[src/rtl/ocp_pkg.sv]
// Shared types and helpers for the overcurrent fault controller.
// Assumes times are given in nanoseconds and the clock in hertz.
package ocp_pkg;

    typedef enum logic [1:0] {
        POL_LATCH  = 2'b00,
        POL_RETRY  = 2'b01,
        POL_REPORT = 2'b10,
        POL_IGNORE = 2'b11
    } ocp_policy_e;

    typedef enum logic [1:0] {
        ST_OK,
        ST_LATCH,
        ST_RETRY,
        ST_REPORT
    } ocp_state_e;

    // Round a time up to a whole number of clock cycles, never below 1.
    function automatic int ns_to_cycles(input longint hz, input longint ns);
        longint c;
        c = (hz * ns + 64'd999_999_999) / 64'd1_000_000_000;
        if (c < 1) c = 1;
        return int'(c);
    endfunction

endpackage

[src/rtl/ocp_sync2.sv]
// Two-flop synchroniser for one asynchronous level.
// Assumes the input is slow compared with the clock; the output lags by two edges.
module ocp_sync2 (
    input  logic clk,
    input  logic rst_n,
    input  logic d,
    output logic q
);
    logic meta;

    // Sample the input twice to resolve metastability.
    always_ff @(posedge clk) begin
        if (!rst_n) begin
            meta <= 1'b0;
            q    <= 1'b0;
        end else begin
            meta <= d;
            q    <= meta;
        end
    end
endmodule

[src/rtl/ocp_deglitch.sv]
// Deglitch filter. It counts consecutive cycles of a high flag and reports a hit
// once the count reaches the selected limit. Assumes every limit is at least 1.
module ocp_deglitch #(
    parameter int T0 = 10,
    parameter int T1 = 30,
    parameter int T2 = 63,
    parameter int T3 = 80
) (
    input  logic       clk,
    input  logic       rst_n,
    input  logic       flag,
    input  logic [1:0] sel,
    input  logic       restart,
    output logic       hit
);
    localparam int TMAX01 = (T0 > T1) ? T0 : T1;
    localparam int TMAX23 = (T2 > T3) ? T2 : T3;
    localparam int TMAX   = (TMAX01 > TMAX23) ? TMAX01 : TMAX23;
    localparam int W      = $clog2(TMAX + 1);
    localparam int LIM [4] = '{T0, T1, T2, T3};

    logic [W-1:0] cnt;
    logic [W-1:0] lim;

    // Pick the active limit.
    always_comb lim = W'(LIM[sel]);

    // Count high cycles; drop back to zero on a low flag or a restart; saturate at the limit.
    always_ff @(posedge clk) begin
        if (!rst_n || restart || !flag) cnt <= '0;
        else if (cnt < lim)             cnt <= cnt + 1'b1;
    end

    // A hit is valid only while no restart is requested.
    always_comb hit = (cnt >= lim) && !restart;

    // a hit needs the flag to have been high on the previous cycle
    p_hit_needs_flag_r1: assert property (@(posedge clk) disable iff (!rst_n)
        hit |-> $past(flag));

    // a low flag always empties the counter
    p_low_flag_resets_r2: assert property (@(posedge clk) disable iff (!rst_n)
        !flag |=> (cnt == '0));
endmodule

[src/rtl/ocp_retry_timer.sv]
// Retry interval timer. It counts while run is high and raises done on the last
// cycle of the selected interval. Assumes each interval is at least 1 cycle.
module ocp_retry_timer #(
    parameter int R0 = 250_000,
    parameter int R1 = 25_000_000
) (
    input  logic clk,
    input  logic rst_n,
    input  logic run,
    input  logic sel,
    output logic done
);
    localparam int RMAX = (R0 > R1) ? R0 : R1;
    localparam int W    = $clog2(RMAX + 1);

    logic [W-1:0] cnt;
    logic [W-1:0] last;

    // Index of the final cycle of the interval.
    always_comb last = sel ? W'(R1 - 1) : W'(R0 - 1);

    // Done on the last cycle of a running interval.
    always_comb done = run && (cnt >= last);

    // Advance while running; clear when idle.
    always_ff @(posedge clk) begin
        if (!rst_n || !run) cnt <= '0;
        else if (!done)     cnt <= cnt + 1'b1;
    end

    // the counter never passes the longest interval
    p_timer_bound_r4: assert property (@(posedge clk) disable iff (!rst_n)
        cnt <= W'(RMAX - 1));
endmodule

[src/rtl/ocp_policy_fsm.sv]
// Fault policy state machine. It turns a confirmed fault into the latch, retry,
// report or ignore response and keeps the sticky status bit. Assumes the hit,
// clear and edge inputs are synchronous to clk.
module ocp_policy_fsm
    import ocp_pkg::*;
(
    input  logic       clk,
    input  logic       rst_n,
    input  logic       hit,
    input  logic [1:0] policy,
    input  logic       clear_cmd,
    input  logic       cyc_evt,
    input  logic       timer_done,
    output logic       timer_run,
    output logic       deg_restart,
    output logic       hiz_fault,
    output logic       rpt,
    output logic       status
);
    ocp_state_e state, state_nx;
    ocp_policy_e pol;
    logic        entering;
    logic        releasing;

    always_comb pol = ocp_policy_e'(policy);

    // Next-state selection; a new fault takes priority over a clear.
    always_comb begin
        state_nx = state;
        unique case (state)
            ST_OK: begin
                if (hit) begin
                    unique case (pol)
                        POL_LATCH:  state_nx = ST_LATCH;
                        POL_RETRY:  state_nx = ST_RETRY;
                        POL_REPORT: state_nx = ST_REPORT;
                        POL_IGNORE: state_nx = ST_OK;
                    endcase
                end
            end
            ST_LATCH, ST_REPORT: if (clear_cmd || cyc_evt)    state_nx = ST_OK;
            ST_RETRY:            if (clear_cmd || timer_done) state_nx = ST_OK;
        endcase
    end

    // Flags for status bookkeeping.
    always_comb begin
        entering  = (state == ST_OK) && (state_nx != ST_OK);
        releasing = clear_cmd ||
                    (cyc_evt && ((state == ST_LATCH) || (state == ST_REPORT)));
    end

    // State register.
    always_ff @(posedge clk) begin
        if (!rst_n) state <= ST_OK;
        else        state <= state_nx;
    end

    // Sticky status: set on fault entry, cleared by an explicit or PWM-period release.
    always_ff @(posedge clk) begin
        if (!rst_n)        status <= 1'b0;
        else if (entering) status <= 1'b1;
        else if (releasing) status <= 1'b0;
    end

    // Decode the outputs from the state register.
    always_comb begin
        timer_run   = (state == ST_RETRY);
        deg_restart = (state != ST_OK);
        hiz_fault   = (state == ST_LATCH) || (state == ST_RETRY);
        rpt         = (state != ST_OK);
    end

    // under the ignore policy a clear state stays clear
    p_ignore_quiet_r7: assert property (@(posedge clk) disable iff (!rst_n)
        (state == ST_OK && pol == POL_IGNORE) |=> (state == ST_OK));

    // the end of the retry interval releases the stage
    p_retry_exit_r4: assert property (@(posedge clk) disable iff (!rst_n)
        (state == ST_RETRY && timer_done) |=> (state == ST_OK));

    // status holds until a release event
    p_status_sticky_r9: assert property (@(posedge clk) disable iff (!rst_n)
        (status && !releasing) |=> status);

    // a latched fault does not leave without a clear or a PWM event
    p_latch_hold_r3: assert property (@(posedge clk) disable iff (!rst_n)
        (state == ST_LATCH && !clear_cmd && !cyc_evt) |=> (state == ST_LATCH));
endmodule

[src/rtl/ocp_fault_ctrl.sv]
// Overcurrent fault controller top. It synchronises the comparator flag and the
// PWM input, deglitches the flag, applies the fault policy and merges in the
// driver-off override. Assumes the times are in ns and the clock is CLK_HZ.
module ocp_fault_ctrl
    import ocp_pkg::*;
#(
    parameter int CLK_HZ    = 50_000_000,
    parameter int DEG0_NS   = 200,
    parameter int DEG1_NS   = 600,
    parameter int DEG2_NS   = 1250,
    parameter int DEG3_NS   = 1600,
    parameter int RETRY0_NS = 5_000_000,
    parameter int RETRY1_NS = 500_000_000
) (
    input  logic       clk,
    input  logic       rst_n,
    input  logic       oc_raw,
    input  logic       pwm_in,
    input  logic [1:0] policy,
    input  logic [1:0] deg_sel,
    input  logic       retry_sel,
    input  logic       cyc_clr_en,
    input  logic       clear_cmd,
    input  logic       drv_off,
    output logic       hiz_req,
    output logic       fault_rpt,
    output logic       fault_status
);
    localparam int DEG0_CYC = ns_to_cycles(CLK_HZ, DEG0_NS);
    localparam int DEG1_CYC = ns_to_cycles(CLK_HZ, DEG1_NS);
    localparam int DEG2_CYC = ns_to_cycles(CLK_HZ, DEG2_NS);
    localparam int DEG3_CYC = ns_to_cycles(CLK_HZ, DEG3_NS);
    localparam int RTY0_CYC = ns_to_cycles(CLK_HZ, RETRY0_NS);
    localparam int RTY1_CYC = ns_to_cycles(CLK_HZ, RETRY1_NS);

    logic oc_s, pwm_s, pwm_d, pwm_rise, cyc_evt;
    logic hit, timer_run, timer_done, deg_restart, hiz_fault;

    ocp_sync2 u_sync_oc  (.clk(clk), .rst_n(rst_n), .d(oc_raw), .q(oc_s));
    ocp_sync2 u_sync_pwm (.clk(clk), .rst_n(rst_n), .d(pwm_in), .q(pwm_s));

    // Delay the synchronised PWM by one cycle for edge detection.
    always_ff @(posedge clk) begin
        if (!rst_n) pwm_d <= 1'b0;
        else        pwm_d <= pwm_s;
    end

    // A new PWM period is a rising edge; it counts only when cycle-clear is enabled.
    always_comb begin
        pwm_rise = pwm_s && !pwm_d;
        cyc_evt  = pwm_rise && cyc_clr_en;
    end

    ocp_deglitch #(
        .T0(DEG0_CYC), .T1(DEG1_CYC), .T2(DEG2_CYC), .T3(DEG3_CYC)
    ) u_deg (
        .clk(clk), .rst_n(rst_n), .flag(oc_s), .sel(deg_sel),
        .restart(deg_restart), .hit(hit)
    );

    ocp_retry_timer #(.R0(RTY0_CYC), .R1(RTY1_CYC)) u_tmr (
        .clk(clk), .rst_n(rst_n), .run(timer_run), .sel(retry_sel), .done(timer_done)
    );

    ocp_policy_fsm u_fsm (
        .clk(clk), .rst_n(rst_n), .hit(hit), .policy(policy),
        .clear_cmd(clear_cmd), .cyc_evt(cyc_evt), .timer_done(timer_done),
        .timer_run(timer_run), .deg_restart(deg_restart), .hiz_fault(hiz_fault),
        .rpt(fault_rpt), .status(fault_status)
    );

    // Driver-off forces high impedance whatever the fault state.
    always_comb hiz_req = drv_off || hiz_fault;

    // driver-off always yields a high-impedance request
    p_drvoff_hiz_r10: assert property (@(posedge clk) disable iff (!rst_n)
        drv_off |-> hiz_req);

    // a report-only fault never asks for high impedance by itself
    p_report_no_hiz_r6: assert property (@(posedge clk) disable iff (!rst_n)
        (fault_rpt && !hiz_fault && !drv_off) |-> !hiz_req);
endmodule

[config.mk]
export PLATFORM = sky130hd
export DESIGN_NAME = ocp_fault_ctrl
export DESIGN_NICKNAME = d
export VERILOG_FILES = /design/src/rtl/ocp_pkg.sv /design/src/rtl/ocp_sync2.sv /design/src/rtl/ocp_deglitch.sv /design/src/rtl/ocp_retry_timer.sv /design/src/rtl/ocp_policy_fsm.sv /design/src/rtl/ocp_fault_ctrl.sv
export SDC_FILE = /design/constraint.sdc
export NUM_CORES = 1
export LEC_CHECK = 0
export BUFFER_PORTS_ARGS = -buffer_cell sky130_fd_sc_hd__buf_2
export CAP_MARGIN = 25
export CELL_PAD_IN_SITES_DETAIL_PLACEMENT = 1
export CELL_PAD_IN_SITES_GLOBAL_PLACEMENT = 1
export CORE_MARGIN = 4
export CORE_UTILIZATION = 46
export DETAILED_ROUTE_END_ITERATION = 12
export PLACE_DENSITY_LB_ADDON = 0.1
export RECOVER_POWER = 50
export SETUP_SLACK_MARGIN = 0.1
export SYNTH_ARGS = -nofsm -noshare
export SYNTH_HDL_FRONTEND = slang
export SYNTH_SLANG_ARGS = --single-unit
[constraint.sdc]
create_clock -name clk -period 3.4 [get_ports clk]
set_clock_uncertainty 0.05 [all_clocks]
set_input_delay 0.34 -clock clk [delete_from_list [all_inputs] [get_ports clk]]
set_output_delay 0.34 -clock clk [all_outputs]
set_load 0.1 [all_outputs]
# == Word-level counts from Yosys, hierarchy flattened ==
# Cells that the tools add are included.
# word_totals
latchBits,0
mem_bits_rw,0
n_memories,0
register_bits,40
word_cells,59
rom_bits,0
output_inout_bits,3
# op_classes
reduce_logical,26
bitwise_logic,1
order_cmp,4
n_shift,0
n_mux,11
n_div,0
n_mul,0
add_sub_neg,2
eq_ne,6
# op_table
operator,n
binary-select mux 32 bit (select 2 bit),1
"adder 25 x 1 -> 25 bit, second input constant",1
>= comparator 25 bit,1
2-to-1 mux 25 bit,1
2-to-1 mux 7 bit,2
logical OR 1 bit,9
"== test 2 bit, second input constant",4
case mux 2 bit (4 select lines),1
"adder 7 x 1 -> 7 bit, second input constant",1
>= comparator 7 bit,1
< comparator 7 bit,1
logical AND 1 bit,6
2-to-1 mux 2 bit,3
case mux 2 bit (3 select lines),1
nonzero test 2 bit,3
zero test 1 bit,5
"== test 2 x 1 -> 1 bit, second input constant",2
zero test 2 bit,2
">= comparator 3 bit, second input constant",1
inverter 2 -> 3 bit,1
2-to-1 mux 1 bit,2
OR reduction 2 bit,1

# == Depth between registers and ports, before layout ==
# logic_depth
ltp_word,11
ltp_mapped,10
mapped_depth_nobuf,10

# == Hierarchy ==
# From an unflattened synthesis, not the netlist that was laid out.
# unflattened
cells_unflattened,297
hier_area_um2,2591.2
# modules_own_cells
mod,area_per_inst_um2,cells_each,n_inst
ocp_retry_timer,1560.2,190,1
ocp_deglitch,618.1,63,1
ocp_policy_fsm,266.5,32,1
ocp_sync2,52.6,4,2
ocp_fault_ctrl,41.3,4,1

# == Worst setup path after synthesis ==
# OpenSTA, ideal clock, no wires.
# synth_path
kind,input port to flip-flop
start,in retry_sel
end,reg u_tmr.cnt[20]
t_arrival_ns,2.464
setup_slack_ns,0.815
path_stages,9
required_time_ns,3.280
path_cell_list,inv_1 > ha_1 > a211o_1 > a21oi_1 > o221ai_2 > o31a_4 > buf_6 > or4_1 > a21oi_1
# synth_between
elab_chain_len,3
# synth_lines
item,line_no,text
start: declaration,ocp_fault_ctrl.sv:21,"input logic retry_sel,"
2-to-1 mux 25 bit,ocp_retry_timer.sv:20,always_comb last = sel ? W'(R1 - 1) : W'(R0 - 1);
>= comparator 25 bit,ocp_retry_timer.sv:23,always_comb done = run && (cnt >= last);
logical AND 1 bit,ocp_retry_timer.sv:23,
end signal: assignment,ocp_retry_timer.sv:28,else if (!done) cnt <= cnt + 1'b1;
end: declaration,ocp_retry_timer.sv:16,logic [W-1:0] cnt;
# No other way between the ends.
# A chain may end at the register's enable or synchronous reset.

# == Worst setup path after layout ==
# Same ends and word-level chain as after synthesis.

==> PnR_summary.wiki <==
{| class="wikitable"
! Metric !! Value
|-
| Net switching fraction of the power || roughly 22%
|-
| Sequential element share of the synthesized area || between 30% and 40%
|-
| Post-CTS Resized || 0
|-
| Proportion of register bits with asynchronous set or reset after synthesis || 0%
|-
| Num rows || 26
|-
| Number of flops mapped to enable cells by yosys || 0
|-
| Number of setup violations in the final report || 0
|-
| Final Critical Period || around 2.9 ns
|-
| Slew at the pin closest to its max-slew limit || roughly 1.2 ns
|-
| Arrival @ worst endpoint || around 3 ns
|-
| Via count normalized by instance count || between 5 and 6
|-
| Peak supply drop || roughly 140 uV
|-
| Worst hold path class || in -> reg
|-
| Post-synthesis instance area || approximately 0.0026 mm2
|-
| Clock transition at the registers of the reported paths || approximately 0.080 ns
|-
| Count of maximum capacitance violations || 0
|-
| # hold bufs at CTS || 0
|-
| Final core occ || between 50% and 60%
|-
| Diodes inserted || 0
|-
| Warnings, synthesis || 0
|-
| Fraction of the mapped netlist area in adder cells || 15.7%
|-
| Cells after synthesis || 303
|-
| Internal power of the cells || about 0.67 mW
|-
| CP max-delay cell || sky130_fd_sc_hd__o31a_2
|-
| Post-synthesis mux area share || less than 1%
|-
| Relative slew margins || 22.9%
|-
| Count of routing violations after the opening detailed-route iteration || 72
|-
| Endpoint type of the worst setup path || flop
|-
| Overflow after GRT || 0
|-
| Final worst path period share || between 80% and 90%
|-
| I/O Pins || 15
|-
| Total Nets Final || 356
|-
| First-pass GRT wire length || just over 10 mm
|-
| Count of TritonRoute iterations in the first routing pass || 4
|-
| Overall track demand over capacity in global routing || between 10% and 20%
|-
| Final routed DRC violation total || 0
|-
| Upper clock frequency limit || ~350 MHz
|-
| Complex-gate fraction of the synthesized area || between 10% and 20%
|-
| Lkg Pwr || 1.00 nW
|-
| Initial antenna violation count || 0
|-
| CP max FO || 44
|-
| Number of levels the H-tree was split into || 2
|-
| Port Buf Inserts || 14
|-
| Maximum number of pins on one net before global-route repair || 45
|-
| Fin. Hold Viols || 0
|-
| CTS tree || yes
|-
| Wire length reported by the detailed router || 5.91 mm
|-
| Post-detailed-route wirelength per cell || 15.5 um
|-
| Number of cells after detailed placement || about 380
|-
| Initial core utilization || between 40% and 50%
|-
| # clock sinks || 40
|-
| Die Span X || about 82 um
|-
| Accumulated negative setup slack || 0 ns
|-
| Setup fix buffers added after clock tree synthesis || 0
|-
| Sequential Power Share || roughly 55%
|-
| DP HPWL || 4.50 mm
|-
| Mean Syn Cell Area || 8.42 um2
|-
| Post-layout instance count excluding filler cells || about 380
|-
| Fin worst setup slack || around 0.52 ns
|-
| Largest family of logic cells by synthesized area || simple AND/OR/NAND/NOR gates
|-
| Worst hold slack across all endpoints || between 0.2 and 0.25 ns
|-
| Clock Root Buffer || sky130_fd_sc_hd__clkbuf_8
|-
| Switching power || between 0.15 and 0.2 mW
|-
| WS Path Type || in -> reg
|-
| Post-layout instance area || between 0.002 and 0.003 mm2
|-
| Pre-CTS setup slack || 0.398 ns
|-
| Synthesized Nets || 347
|-
| Number of pins exceeding their max-slew limit in the final report || 0
|-
| Outcome || finished, final reports clean
|-
| RSZ-0062 raised after global routing || false
|-
| CP startpoint kind || primary input
|-
| Number of vias in the routed layout || 2,283
|-
| Number of routed nets with antenna violations || 0
|-
| Post-Synth Simple-Gate Area || about a quarter
|-
| List of cells traversed by the critical path || clkbuf_1 > inv_1 > ha_1 > a211o_1 > a21oi_1 > o221ai_1 > o31a_2 > or4_1 > a21oi_1
|-
| Post-synthesis sequential element count || 40
|-
| Fraction of power consumed by the clock network || 39.7%
|-
| Xor/xnor share of the synthesized area || 2.06%
|-
| Std-Cell Core Area || 0.00524 mm2
|-
| Signed area change from the synthesized netlist to the final layout || 6.72%
|-
| Main flop type after synthesis || sky130_fd_sc_hd__dfxtp_1
|-
| Fraction of final layout cells with drive strength greater than 1 || 5.77%
|-
| Floorplan die height || roughly 82 um
|-
| Maximum count of clock buffers along a single path || 2
|-
| Worst path most repeated cell || sky130_fd_sc_hd__a21oi_1
|-
| Fraction of power consumed by combinational cells || under 10%
|-
| Post-route total power || roughly 0.86 mW
|-
| Die Area || 0.00680 mm2
|-
| Placement-stage cell area || 0.00265 mm2
|-
| Num CTS Buffers || 5
|-
| Insertion delay of the later-clocked pin in the worst-skew pair || 0.29 ns
|-
| Max stage delay on crit path || a little over 0.6 ns
|-
| Number of global-route vias before repair || roughly 2,200
|-
| P per Cell Area || 317 mW/mm2
|-
| Number of distinct standard cells referenced by the synthesized netlist || 46
|-
| Crit path required time || around 3.6 ns
|-
| RD Place Congestion || around 0.8
|}
cell type report:
| class | instances | area [um2] |
|---|---|---|
| Sequential cell | 40 | 801 |
| Fill cell | 666 | 2510 |
| Timing Repair Buffer | 14 | 61.3 |
| Tap cell | 70 | 87.6 |
| Clock buffer | 7 | 96.3 |
| Inverter | 17 | 63.8 |
| Multi-Input combinational cell | 234 | 1610 |
worst max-delay path, delay by kind of cell:
| kind | cells | cell delay, ns |
|---|---|---|
| adders and majority gates | 1 | 0.36 |
| buffers and inverters | 2 | 0.41 |
| AOI/OAI and AO/OA | 5 | 1.31 |
| and+or+nand+nor | 1 | 0.59 |
metal layers:
layer | routed length [um] | share of wire (%) | track usage (%) | vias to the layer above
met4 | 69 | 1.2 | 6.70 | 0
met2 | 2940 | 50 | 34.0 | 24
li1 | - | - | - | 1152
met1 | 2780 | 47 | 24.1 | 1099
met5 | 0 | 0 | 0 | -
met3 | 113 | 1.9 | 2.71 | 8
path summary, 6_finish.rpt:
kind | from | end | slack (ns) | depth (start not counted)
setup / recovery | retry_sel | u_tmr.cnt[20] | 0.52 | 9
hold / removal | pwm_in | u_sync_pwm.meta | 0.20 | 2
setup reg to reg | u_tmr.cnt[15] | u_tmr.cnt[20] | 0.64 | 7
hold reg to reg | u_sync_oc.meta | u_sync_oc.q | 0.39 | 1
state kept, by name, summed over array words and instances, names as in the netlist:
| name | count |
|---|---|
| pwm_d | 1 |
| u_deg.cnt | 7 |
| u_tmr.cnt | 25 |
| u_fsm.status | 1 |
| u_fsm.state | 2 |
| u_sync_pwm.meta | 1 |
| u_sync_oc.meta | 1 |
| u_sync_pwm.q | 1 |
| u_sync_oc.q | 1 |
cells by family after synthesis:
logic type	count (synthesis)
simple gates	118
compound gates	76
flops	40
fa+ha+maj	32
buf+inv	29
xor+xnor	6
mux	2
Yosys cell counts (5+ instances only):
| cell type | instances | area, um2 |
|---|---|---|
| sky130_fd_sc_hd__a21oi_1 | 26 | 130 |
| sky130_fd_sc_hd__nand3_1 | 16 | 80.1 |
| sky130_fd_sc_hd__o31ai_1 | 13 | 97.6 |
| sky130_fd_sc_hd__inv_1 | 17 | 63.8 |
| sky130_fd_sc_hd__nor2_1 | 17 | 63.8 |
| sky130_fd_sc_hd__and2_1 | 9 | 56.3 |
| sky130_fd_sc_hd__o21ai_0 | 15 | 75.1 |
| sky130_fd_sc_hd__and4_1 | 5 | 43.8 |
| sky130_fd_sc_hd__dfxtp_1 | 40 | 801 |
| sky130_fd_sc_hd__xnor2_1 | 5 | 43.8 |
| sky130_fd_sc_hd__nand2_1 | 20 | 75.1 |
| sky130_fd_sc_hd__clkbuf_1 | 7 | 26.3 |
| sky130_fd_sc_hd__or4_1 | 14 | 105 |
| sky130_fd_sc_hd__or3_1 | 11 | 68.8 |
| sky130_fd_sc_hd__ha_1 | 32 | 400 |
| sky130_fd_sc_hd__nand4_1 | 8 | 50.1 |
power groups by stage:
stage	registers (mW)	clock network, mW	logic [mW]
final	0.472	0.342	0.0478
after global routing	0.473	0.378	0.0562
after CTS	0.472	0.354	0.0496
after detailed placement	0.484	0	0.0495
after global placement	0.483	0	0.0472
after floorplan	0.484	0	0.0330
layout by cell type, fill, tap and decap left out, drive strengths merged, types with 3 or more instances in the layout:
cell    instances
a211oi          3
and4            5
nand4           8
clkbuf         14
o31ai          13
nand2          20
nand3          16
or4            14
o21ai          17
nor4            3
inv            17
and2            9
ha             32
nor2           17
nor3            3
or3            11
o31a            4
or2             3
buf             7
xnor2           5
dfxtp          40
a21oi          27
No activity file was read; power rests on OpenSTA's default activity.
